==> config.mk <==
export PLATFORM = sky130hd
export DESIGN_NAME = dual_dac_frontend
export DESIGN_NICKNAME = d
export VERILOG_FILES = /design/src/rtl/dual_dac_frontend_pkg.sv /design/src/rtl/dual_dac_frontend_edge.sv /design/src/rtl/dual_dac_frontend_capture.sv /design/src/rtl/dual_dac_frontend_update.sv /design/src/rtl/dual_dac_frontend.sv
export SDC_FILE = /design/constraint.sdc
export NUM_CORES = 1
export LEC_CHECK = 0
export BUFFER_PORTS_ARGS = -buffer_cell sky130_fd_sc_hd__clkbuf_2
export CAP_MARGIN = 40
export CORE_MARGIN = 3
export CORE_UTILIZATION = 40
export CTS_CLUSTER_SIZE = 40
export DETAILED_ROUTE_END_ITERATION = 8
export PLACE_DENSITY = 0.68
export SLEW_MARGIN = 20
export SYNTH_ARGS = -nofsm -noshare
export SYNTH_HDL_FRONTEND = slang
export SYNTH_SLANG_ARGS = --single-unit
==> constraint.sdc <==
create_clock -name clk -period 1.6 [get_ports clk]
set_clock_uncertainty 0.1 [all_clocks]
set_input_delay 0.08 -clock clk [delete_from_list [all_inputs] [get_ports clk]]
set_output_delay 0.08 -clock clk [all_outputs]
set_load 0.02 [all_outputs]
==> src/rtl/dual_dac_frontend_pkg.sv <==
package dual_dac_frontend_pkg;

    // Index of each strobe pin inside the sampled strobe vector.
    typedef enum int unsigned {
        PIN_WR_A  = 0,
        PIN_UPD_A = 1,
        PIN_UPD_B = 2,
        PIN_WR_B  = 3
    } pin_idx_e;

    localparam int unsigned NUM_STROBES = 4;

    typedef enum logic {
        MODE_INTERLEAVED = 1'b0,
        MODE_DUAL        = 1'b1
    } port_mode_e;

endpackage

==> src/rtl/dual_dac_frontend_edge.sv <==
module dual_dac_frontend_edge #(
    parameter int unsigned N = 4
) (
    input  logic         clk,
    input  logic         rst_n,
    input  logic [N-1:0] pin_i,
    output logic [N-1:0] rise_o
);

    typedef struct packed {
        logic [N-1:0] prev;
    } edge_st_t;

    edge_st_t st_d, st_q;

    // History is tracked at all times, including power-down.
    always_comb begin
        st_d      = st_q;
        st_d.prev = pin_i;
    end

    always_ff @(posedge clk or negedge rst_n) begin
        if (!rst_n) begin
            st_q <= '0;
        end else begin
            st_q <= st_d;
        end
    end

    for (genvar i = 0; i < N; i++) begin : g_rise
        assign rise_o[i] = pin_i[i] & ~st_q.prev[i];

        AST_NO_BACK_TO_BACK_RISE: assert property (@(posedge clk) disable iff (!rst_n)
            rise_o[i] |=> !rise_o[i]);
    end

endmodule

==> src/rtl/dual_dac_frontend_capture.sv <==
module dual_dac_frontend_capture
    import dual_dac_frontend_pkg::*;
#(
    parameter int unsigned DATA_W = 14
) (
    input  logic              clk,
    input  logic              rst_n,
    input  logic              mode_i,
    input  logic              pd_i,
    input  logic              wr_a_rise_i,
    input  logic              wr_b_rise_i,
    input  logic              sel_i,
    input  logic [DATA_W-1:0] data_a_i,
    input  logic [DATA_W-1:0] data_b_i,
    output logic [DATA_W-1:0] hold_a_o,
    output logic [DATA_W-1:0] hold_b_o
);

    typedef struct packed {
        logic [DATA_W-1:0] a;
        logic [DATA_W-1:0] b;
    } hold_st_t;

    hold_st_t st_d, st_q;

    always_comb begin
        st_d = st_q;
        if (!pd_i) begin
            if (port_mode_e'(mode_i) == MODE_DUAL) begin
                if (wr_a_rise_i) st_d.a = data_a_i;
                if (wr_b_rise_i) st_d.b = data_b_i;
            end else if (wr_a_rise_i) begin
                if (sel_i) begin
                    st_d.b = data_a_i;
                end else begin
                    st_d.a = data_a_i;
                end
            end
        end
    end

    always_ff @(posedge clk or negedge rst_n) begin
        if (!rst_n) begin
            st_q <= '0;
        end else begin
            st_q <= st_d;
        end
    end

    assign hold_a_o = st_q.a;
    assign hold_b_o = st_q.b;

    AST_DUAL_A_NEEDS_WRITE: assert property (@(posedge clk) disable iff (!rst_n)
        (mode_i && !wr_a_rise_i) |=> $stable(hold_a_o));

    AST_IL_SEL_LOW_SPARES_B: assert property (@(posedge clk) disable iff (!rst_n)
        (!mode_i && !sel_i) |=> $stable(hold_b_o));

    AST_IL_SEL_HIGH_SPARES_A: assert property (@(posedge clk) disable iff (!rst_n)
        (!mode_i && sel_i) |=> $stable(hold_a_o));

    AST_PD_HOLDS_INPUT: assert property (@(posedge clk) disable iff (!rst_n)
        pd_i |=> ($stable(hold_a_o) && $stable(hold_b_o)));

endmodule

==> src/rtl/dual_dac_frontend_update.sv <==
module dual_dac_frontend_update
    import dual_dac_frontend_pkg::*;
#(
    parameter int unsigned DATA_W = 14
) (
    input  logic              clk,
    input  logic              rst_n,
    input  logic              mode_i,
    input  logic              pd_i,
    input  logic              upd_a_rise_i,
    input  logic              upd_b_rise_i,
    input  logic              iq_rst_i,
    input  logic [DATA_W-1:0] hold_a_i,
    input  logic [DATA_W-1:0] hold_b_i,
    output logic [DATA_W-1:0] code_a_o,
    output logic [DATA_W-1:0] code_b_o
);

    typedef struct packed {
        logic [DATA_W-1:0] a;
        logic [DATA_W-1:0] b;
        logic              phase;
    } out_st_t;

    out_st_t st_d, st_q;

    always_comb begin
        st_d = st_q;
        if (!pd_i) begin
            if (port_mode_e'(mode_i) == MODE_DUAL) begin
                st_d.phase = 1'b0;
                if (upd_a_rise_i) st_d.a = hold_a_i;
                if (upd_b_rise_i) st_d.b = hold_b_i;
            end else if (iq_rst_i) begin
                st_d.phase = 1'b0;
            end else if (upd_a_rise_i) begin
                if (st_q.phase) begin
                    st_d.a     = hold_a_i;
                    st_d.b     = hold_b_i;
                    st_d.phase = 1'b0;
                end else begin
                    st_d.phase = 1'b1;
                end
            end
        end
    end

    always_ff @(posedge clk or negedge rst_n) begin
        if (!rst_n) begin
            st_q <= '0;
        end else begin
            st_q <= st_d;
        end
    end

    assign code_a_o = st_q.a;
    assign code_b_o = st_q.b;

    AST_DUAL_B_NEEDS_UPDATE: assert property (@(posedge clk) disable iff (!rst_n)
        (mode_i && !upd_b_rise_i) |=> $stable(code_b_o));

    AST_IL_RESET_CLEARS_PHASE: assert property (@(posedge clk) disable iff (!rst_n)
        (!mode_i && !pd_i && iq_rst_i) |=> !st_q.phase);

    AST_IL_RESET_FREEZES_OUT: assert property (@(posedge clk) disable iff (!rst_n)
        (!mode_i && iq_rst_i) |=> ($stable(code_a_o) && $stable(code_b_o)));

    AST_IL_FIRST_EDGE_NO_LOAD: assert property (@(posedge clk) disable iff (!rst_n)
        (!mode_i && !st_q.phase) |=> ($stable(code_a_o) && $stable(code_b_o)));

    AST_DUAL_PHASE_ZERO: assert property (@(posedge clk) disable iff (!rst_n)
        (mode_i && !pd_i) |=> !st_q.phase);

    AST_PD_HOLDS_OUT: assert property (@(posedge clk) disable iff (!rst_n)
        pd_i |=> ($stable(code_a_o) && $stable(code_b_o) && $stable(st_q.phase)));

endmodule

==> src/rtl/dual_dac_frontend.sv <==
module dual_dac_frontend
    import dual_dac_frontend_pkg::*;
#(
    parameter int unsigned DATA_W = 14
) (
    input  logic              clk,
    input  logic              rst_n,
    input  logic              mode_dual_i,
    input  logic              pwr_down_i,
    input  logic              wr_a_i,
    input  logic              upd_a_i,
    input  logic              upd_b_i,
    input  logic              wr_b_i,
    input  logic [DATA_W-1:0] data_a_i,
    input  logic [DATA_W-1:0] data_b_i,
    output logic [DATA_W-1:0] code_a_o,
    output logic [DATA_W-1:0] code_b_o
);

    logic [NUM_STROBES-1:0] strobe_pins;
    logic [NUM_STROBES-1:0] strobe_rise;
    logic [DATA_W-1:0]      hold_a;
    logic [DATA_W-1:0]      hold_b;

    always_comb begin
        strobe_pins            = '0;
        strobe_pins[PIN_WR_A]  = wr_a_i;
        strobe_pins[PIN_UPD_A] = upd_a_i;
        strobe_pins[PIN_UPD_B] = upd_b_i;
        strobe_pins[PIN_WR_B]  = wr_b_i;
    end

    dual_dac_frontend_edge #(
        .N (NUM_STROBES)
    ) u_edge (
        .clk    (clk),
        .rst_n  (rst_n),
        .pin_i  (strobe_pins),
        .rise_o (strobe_rise)
    );

    // In interleaved mode the channel B write pin is a level select.
    dual_dac_frontend_capture #(
        .DATA_W (DATA_W)
    ) u_capture (
        .clk         (clk),
        .rst_n       (rst_n),
        .mode_i      (mode_dual_i),
        .pd_i        (pwr_down_i),
        .wr_a_rise_i (strobe_rise[PIN_WR_A]),
        .wr_b_rise_i (strobe_rise[PIN_WR_B]),
        .sel_i       (wr_b_i),
        .data_a_i    (data_a_i),
        .data_b_i    (data_b_i),
        .hold_a_o    (hold_a),
        .hold_b_o    (hold_b)
    );

    // In interleaved mode the channel B update pin is a level reset.
    dual_dac_frontend_update #(
        .DATA_W (DATA_W)
    ) u_update (
        .clk          (clk),
        .rst_n        (rst_n),
        .mode_i       (mode_dual_i),
        .pd_i         (pwr_down_i),
        .upd_a_rise_i (strobe_rise[PIN_UPD_A]),
        .upd_b_rise_i (strobe_rise[PIN_UPD_B]),
        .iq_rst_i     (upd_b_i),
        .hold_a_i     (hold_a),
        .hold_b_i     (hold_b),
        .code_a_o     (code_a_o),
        .code_b_o     (code_b_o)
    );

    AST_DUAL_A_NEEDS_UPDATE: assert property (@(posedge clk) disable iff (!rst_n)
        (mode_dual_i && !(upd_a_i && !$past(upd_a_i))) |=> $stable(code_a_o));

endmodule

==> results.cfg, run 1 <==
[yosys]
synth-edff-count = 0
syn-num-nets = 219
ys_seq_area_frac = 0.569
synth_async_sr_flop_share = 1.00
ys.warnings.count = 0
syn_inst = 183
yosys.area.top_type = dfrtp_1
synth_ff_type = dfrtp_1
synth_seq_cells = 61
netlist_top_cells_area = dfrtp_1 (57%), mux2_2 (9.2%), buf_4 (7.8%)
synth_commonest_cells = dfrtp_1 (61), buf_4 (28), mux2_2 (22), nand2b_1 (14)
synth.top_cell.area_share = 0.569
syn_avg_cell_area_sq_um = 14.7
yosysMostFrequentCell = dfrtp_1
synth_area_sq_um = 2680
ys_types = 27

[clock_tree]
cts_root_buf = clkbuf_8
cts_tree = yes
clk_latency_ns = 0.33
cts_sinks = 61
h-tree-depth = 3
cts_buffer_depth = 2
cts_resized = 0
clkSlewWorstSetupHoldPaths_ns = 0.06
cts_buffers = 9

[critical_path]
r2r_start = u_update.st_q[0]
worst_path_max_delay_cell = dlygate4sd3_1
worstSetupPathType = in2reg
cp_slowest_stage_delay_ns = 0.55
arrival_ns = 1.69
r2r-end = u_update.code_b_o[7]
crit_path_end_kind = flip-flop
r2r_slack_ns = 0.08
worst-path-max-fanout = 14
reg2reg_depth = 4
required_ns = 1.71
path_cells = clkbuf_2, dlygate4sd3_1, buf_4, and4bb_4, a31o_2, o221a_2
cp-start-kind = input pin

[sta]
fin_setup_tns_ns = 0
rsz0062_at_grt = no
setup_viol = 0
fin_crit_sh = 0.985
maxSlewViolCount = 0
relSlewSlack = 0.747
period_needed_ns = 1.58
worst_slew_pin_slew_ns = 0.379
hold_viol = 0
max_freq_mhz = 635

[pwr]
max-vdd-ir-drop_uv = 659
power_density_nw_per_um2 = 1400
p_leak_nw = 1.60

[worst_hold_path]
min_to = u_capture.hold_b_o[6]
whs_path_depth = 3
hold_start = data_b_i[6]
hold_class = in2reg

[floorplan]
start_util = 0.418
die_w_um = 87.9
die_y_um = 87.9
row_count = 29
die_area_sq_um = 7720
ios = 64
core-area_sq_um = 6420

[drt]
wire_per_inst_um = 15.5
antenna_left = 0
drc_errors = 0
first_pass_iters = 4
vias = 1662
drtIter0Drc = 47
routed_wl_um = 5350
vias_per_cell = 4.82

[finish]
num_antenna_cells = 0
fillers = 527
layout-drive-gt1-share = 0.478
multi_input_area_sq_um = 895
ff_latch_area_sq_um = 1530
area_growth_syn_to_layout_pct = 28.9
fin_cells = 345
num-nets-final = 299

[grt]
grt.overflow.total = 0
grt_pass1_wl_um = 8830
grt_antenna_before_repair = 0
track_usage = 0.156
grt_max_degree = 62
grt_pass1_vias = 1719

[outcome]
status = finished clean

[place]
dpl.cell_count = 296
place_congestion = 0.690
dp_hpwl_um = 3400
numPortBuffers = 63

[flow_run]
maxCapViolations = 0
[layout by cell type (no fill, tap or decap), types with 4 or more instances in the layout]
cell           count
clkbuf_2          62
dfrtp_1           61
dlygate4sd3_1     32
mux2_2            22
nand2b_1          14
o221a_1           10
mux2_4            10
mux2_1            10
clkbuf_8          10
o221a_2            4
buf_4              4
[critical path: cells and delay by family]
kind | cells | cell delay [ns]
buffers and inverters | 3 | 0.79
and+or+nand+nor | 1 | 0.19
AOI/OAI and AO/OA | 2 | 0.63
[flip-flops by register name (all words and copies together), names as in the netlist]
name	count
u_capture.hold_b_o	14
u_update.code_b_o	14
u_update.st_q	1
u_capture.hold_a_o	14
u_update.code_a_o	14
u_edge.st_q	4
[metrics by stage]
stage	utilization	instance area, sq um	power, W	hold WS [ns]	worst slack [ns]
after CTS	0.535	3440	0.00491	0.00216	0.0285
after detailed placement	0.457	2930	0.00350	0.0108	0.0298
after global routing	0.538	3460	0.00513	0.0153	0.0170
after floorplan	-	2680	0.00339	-0.316	0.0404
after global placement	0.457	2930	0.00347	0.0134	0.0762
final	0.538	3460	0.00485	0.0249	0.0243
[area by class of cell]
cell class / count / share of cell area
multi-input combinational: 85 / 0.259
tap: 77 / 0.0279
clock buffer: 12 / 0.0420
clock inverter: 4 / 0.0137
inverter: 3 / 0.00326
timing repair buffer: 103 / 0.213
sequential: 61 / 0.441
[per-layer routing]
layer,wire length (um),track usage
met4,44,0.0460
met1,2620,0.210
met5,0,0
met3,310,0.0611
met2,2380,0.233
[report_power, final]
part / leakage, nW / internal [W] / switching, W
registers: 0.712 / 0.00198 / 0.000239
clock network: 0.0964 / 0.000758 / 0.000576
logic: 0.796 / 0.000653 / 0.000648
[what timing repair did]
action / in CTS / in global routing
hold endpoints to repair: 94 / 1
hold buffers: 31 / 1
buffers inserted: 0 / 0
[cells by family after synthesis]
logic type      share of synthesized area
mux                                 0.194
flops                               0.569
buf+inv                            0.0975
compound gates                     0.0760
simple gates                       0.0634
[worst max path at each step]
| stage | from | endpoint | slack (ns) | cells after the start |
|---|---|---|---|---|
| 2_1_floorplan | u_update.st_q[0] | u_update.code_a_o[10] | 0.04 | 4 |
| 3_3_place_gp | wr_b_i | u_capture.hold_a_o[1] | 0.08 | 4 |
| 3_5_place_dp | wr_b_i | u_capture.hold_a_o[2] | 0.03 | 4 |
| 4_1_cts | u_edge.st_q[0] | u_capture.hold_a_o[4] | 0.03 | 3 |
| 5_1_grt | u_update.st_q[0] | u_update.code_a_o[2] | 0.02 | 4 |
| 6_report | wr_b_i | u_capture.hold_b_o[8] | 0.02 | 6 |
Power figures use the tool's default switching activity.
==> inputs of run 2 (changes only) <==
--- a/config.mk
+++ b/config.mk
@@ -8,10 +8,10 @@
 export BUFFER_PORTS_ARGS = -buffer_cell sky130_fd_sc_hd__clkbuf_2
 export CAP_MARGIN = 40
 export CORE_MARGIN = 3
-export CORE_UTILIZATION = 40
+export CORE_UTILIZATION = 48
 export CTS_CLUSTER_SIZE = 40
 export DETAILED_ROUTE_END_ITERATION = 8
-export PLACE_DENSITY = 0.68
+export PLACE_DENSITY = 0.79
 export SLEW_MARGIN = 20
 export SYNTH_ARGS = -nofsm -noshare
 export SYNTH_HDL_FRONTEND = slang
==> results.cfg, run 2 (same netlist as run 1, synthesis figures left out) <==
[outcome]
status = finished clean

[drt]
antenna_left = 0
first_pass_iters = 4
drtIter0Drc = 71
drc_errors = 0
vias = 1691
routed_wl_um = 5710
vias_per_cell = 4.97
wire_per_inst_um = 16.8

[clock_tree]
cts_sinks = 61
cts_buffers = 9
clkSlewWorstSetupHoldPaths_ns = 0.07
clk_latency_ns = 0.33
cts_buffer_depth = 2
cts_tree = yes
h-tree-depth = 3
cts_root_buf = clkbuf_8

[finish]
fin_util = 0.680
num_antenna_cells = 0
mostFrequentLayoutCells = clkbuf_2 (62), dfrtp_1 (60), dlygate4sd3_1 (32)
fin_cells = 340
num-nets-final = 301
layout_commonest_cell = clkbuf_2
layout-drive-gt1-share = 0.496
area_growth_syn_to_layout_pct = 33.6

[floorplan]
core-area_sq_um = 5270
die_w_um = 80.8
die_area_sq_um = 6520
ios = 64
start_util = 0.509
row_count = 26
die_y_um = 80.8

[pwr]
power_density_nw_per_um2 = 1420
max-vdd-ir-drop_uv = 703
p_leak_nw = 1.67

[critical_path]
cp-start-kind = input pin
worst-path-max-fanout = 7
required_ns = 1.72
path_cells = dlygate4sd3_1, clkbuf_2, and2b_2, a21oi_2, buf_6, buf_12, mux2_2
crit_path_end_kind = flip-flop
worst_path_max_delay_cell = dlygate4sd3_1
cp_slowest_stage_delay_ns = 0.54
worstSetupPathType = in2reg
arrival_ns = 1.70
path_buf_inv = 4
crit_family = buffers and inverters

[sta]
whs_ns = 0.0223
relSlewSlack = 0.667
maxSlewViolCount = 0
max_freq_mhz = 633
hold_viol = 0
worst_slew_pin_slew_ns = 0.497
period_needed_ns = 1.58
setup_viol = 0
fin_crit_sh = 0.988

[place]
dpl.cell_count = 288
place_congestion = 0.701
dp_hpwl_um = 3470
numPortBuffers = 63

[grt]
grt_antenna_before_repair = 0
grt.overflow.total = 0
track_usage = 0.183
grt_pass1_wl_um = 8640
grt_pass1_vias = 1718
grt_max_degree = 62

[flow_run]
maxCapViolations = 0

[worst_hold_path]
hold_class = in2reg
## run 2: changes by cell type in the layout (fill, tap and decap cells not counted), sizes merged
cell	change
dlymetal6s4s	+1
clkinv	+1
buf	-1
bufinv	+1
## run 2: timing repair
| item | CTS | global route |
|---|---|---|
| setup buffers | 0 | 2 |
| hold buffers | 33 | 0 |
| gates resized for setup | 0 | 11 |
| hold endpoints to repair | 94 | 0 |
| endpoints found under the setup margin | 0 | 27 |
## run 2: layer usage
| layer | global-route usage | vias up | share of wire |
|---|---|---|---|
| met1 | 0.234 | 843 | 0.44 |
| met3 | 0.0632 | 6 | 0.048 |
| li1 | - | 796 | - |
| met5 | 0 | - | 0 |
| met4 | 0.0777 | 0 | 0.012 |
| met2 | 0.286 | 46 | 0.50 |
## run 2: final timing paths
path | start | end | slack, ns | depth (start not counted)
min reg2reg | u_capture.hold_a_o[5] | u_capture.hold_a_o[5] | 0.39 | 1
max reg2reg | u_update.st_q[0] | u_update.code_a_o[0] | 0.03 | 5
min in group asynchronous | rst_n | u_update.code_a_o[11] | 0.17 | 3
max in group asynchronous | rst_n | u_update.st_q[0] | 0.93 | 3
max | upd_a_i | u_update.code_b_o[10] | 0.02 | 7
min | data_b_i[3] | u_capture.hold_b_o[3] | 0.02 | 3
## run 2: per-stage QoR
step	worst slack (ns)	total power, W	cell area (sq um)	TNS, ns
final	0.0194	0.00508	3580	0
after global routing	-0.00629	0.00533	3580	-0.00700
after CTS	0.0478	0.00510	3470	0
after detailed placement	0.0542	0.00350	2920	0
after global placement	0.0735	0.00346	2920	0
after floorplan	0.0404	0.00339	2680	0
## run 2: power breakdown
part,switching (W),total (W),internal (W)
clock network,0.000604,0.00152,0.000916
registers,0.000250,0.00223,0.00198
logic,0.000668,0.00133,0.000665
## run 2: final cells by class
type,count,area (sq um)
Tap cell,70,87.6
Multi-Input combinational cell,85,935
Inverter,3,11.3
Sequential cell,61,1530
Clock inverter,6,86.3
Timing Repair Buffer,105,798
Fill cell,379,1690
Clock buffer,10,138
## run 2: worst min-delay path, cell delays in order
cell and delay (ns):
clkbuf_2 0.09, nand2b_1 0.13, o221a_1 0.11
==> inputs of run 3 (changes only) <==
--- a/config.mk
+++ b/config.mk
@@ -11,7 +11,7 @@
 export CORE_UTILIZATION = 48
 export CTS_CLUSTER_SIZE = 40
 export DETAILED_ROUTE_END_ITERATION = 8
-export PLACE_DENSITY = 0.79
+export PLACE_DENSITY = 0.88
 export SLEW_MARGIN = 20
 export SYNTH_ARGS = -nofsm -noshare
 export SYNTH_HDL_FRONTEND = slang
==> constraint.sdc (replaced) <==
create_clock -name clk -period 1.44 [get_ports clk]
set_clock_uncertainty 0.1 [all_clocks]
set_input_delay 0.072 -clock clk [delete_from_list [all_inputs] [get_ports clk]]
set_output_delay 0.072 -clock clk [all_outputs]
set_load 0.02 [all_outputs]
==> results.cfg, run 3 (same netlist as run 1, synthesis figures left out) <==
[outcome]
status = finished with violations
violations = negative setup slack

[pwr]
max-vdd-ir-drop_uv = 947
power_density_nw_per_um2 = 1610
total_power_w = 0.00593
p_switching_w = 0.00169
clockPowerShare = 0.311
internal_power_w = 0.00424
switching_share = 0.285
p_leak_nw = 1.78
p_seq_frac = 0.418
p_comb_frac = 0.271

[finish]
mostFrequentLayoutCells = clkbuf_2 (63), dfrtp_1 (61), mux2_4 (28)
multi_input_area_sq_um = 1030
area_growth_syn_to_layout_pct = 37.4
fin_cells = 340
num-nets-final = 301
layout_commonest_cell = clkbuf_2
fin_util = 0.699
num_antenna_cells = 0
layout-drive-gt1-share = 0.526
ff_latch_area_sq_um = 1530
fillers = 378

[place]
place_congestion = 0.712
dp_hpwl_um = 3620
numPortBuffers = 63
dpl.cell_count = 294

[sta]
max_freq_mhz = 672
maxSlewViolCount = 0
timing.final.ws_setup_ns = -0.0474
period_needed_ns = 1.49
hold_viol = 0
fin_setup_tns_ns = -0.575
setup_viol = 34
fin_crit_sh = 1.03
rsz0062_at_grt = yes
relSlewSlack = 0.746
whs_ns = 0.00950
worst_slew_pin_slew_ns = 0.380

[floorplan]
ios = 64
die_y_um = 80.8
core-area_sq_um = 5270
die_w_um = 80.8
start_util = 0.509
row_count = 26
die_area_sq_um = 6520

[drt]
drc_errors = 0
routed_wl_um = 5680
vias_per_cell = 5.03
antenna_left = 0
wire_per_inst_um = 16.7
drtIter0Drc = 69
first_pass_iters = 4
vias = 1711

[grt]
grt_pass1_vias = 1769
grt_antenna_before_repair = 0
grt.overflow.total = 0
grt_pass1_wl_um = 9000
track_usage = 0.185
grt_max_degree = 62

[worst_hold_path]
hold_class = in2reg

[clock_tree]
cts_tree = yes
cts_root_buf = clkbuf_8
clk_latency_ns = 0.32
cts_buffers = 9
clkSlewWorstSetupHoldPaths_ns = 0.06
cts_buffer_depth = 2
h-tree-depth = 3
cts_sinks = 61

[critical_path]
crit_path_end_kind = flip-flop
worst-path-max-fanout = 7
arrival_ns = 1.59
r2r_slack_ns = -0.05
worstSetupPathType = reg2reg
required_ns = 1.54
cp-start-kind = flip-flop

[flow_run]
maxCapViolations = 0
==> run 3: cell types whose count changed in the layout (fill, tap and decap cells not counted), sizes merged <==
cell and delta:
buf +7, dlygate4sd3 -7, a31o +1, bufinv +1
clkinv -1, clkinvlp -1, dlymetal6s4s -1, inv +1
==> run 3: layout make-up <==
cell class	instances	area share
Timing Repair Buffer	104	0.212
Multi-Input combinational cell	86	0.280
Inverter	3	0.00305
Tap cell	70	0.0238
Clock buffer	10	0.0373
Clock inverter	6	0.0295
Sequential cell	61	0.414
==> run 3: repair_timing <==
action,CTS,global route
setup endpoints to repair,52,56
buffers inserted,2,0
gates cloned,2,1
hold buffers,25,0
pin swaps,2,3
gates resized for setup,19,6
endpoints found under the hold margin,94,0
==> run 3: worst paths after layout <==
kind	cells after the start	to	startpoint
setup / recovery	4	u_update.code_a_o[2]	u_update.st_q[0]
hold / removal	3	u_update.st_q[0]	pwr_down_i
setup reg to reg	4	u_update.code_a_o[2]	u_update.st_q[0]
hold reg to reg	1	u_capture.hold_a_o[3]	u_capture.hold_a_o[3]
max in group asynchronous	3	u_update.code_b_o[9]	rst_n
min in group asynchronous	3	u_update.code_a_o[2]	rst_n
==> run 3: critical path, stage by stage (launching register included) <==
cell	delay (ns)
dfrtp_1	0.39
nor2b_4	0.14
o211ai_4	0.22
clkbuf_16	0.22
mux2_4	0.30
==> run 3: per-stage QoR <==
stage                     setup WS [ns]  cell area [sq um]
after floorplan                 -0.0306               2720
after global placement          -0.0110               3010
after detailed placement        -0.0500               3010
after CTS                       -0.0590               3640
after global routing             -0.109               3690
final                           -0.0474               3690
==> run 3: metal layers <==
layer | up-vias | global-route usage | part of all wire
met2 | 52 | 0.301 | 0.50
met5 | - | 0 | 0
met1 | 850 | 0.250 | 0.44
met4 | 0 | 0.0659 | 0.0077
li1 | 803 | - | -
met3 | 6 | 0.0333 | 0.045
==> run 3: power groups by stage <==
| stage | Clock, W | Combinational, W | Sequential [W] |
|---|---|---|---|
| after global placement | 0 | 0.00138 | 0.00247 |
| after floorplan | 0 | 0.00138 | 0.00240 |
| after CTS | 0.00187 | 0.00159 | 0.00248 |
| after detailed placement | 0 | 0.00142 | 0.00249 |
| after global routing | 0.00196 | 0.00171 | 0.00253 |
| final | 0.00185 | 0.00161 | 0.00248 |
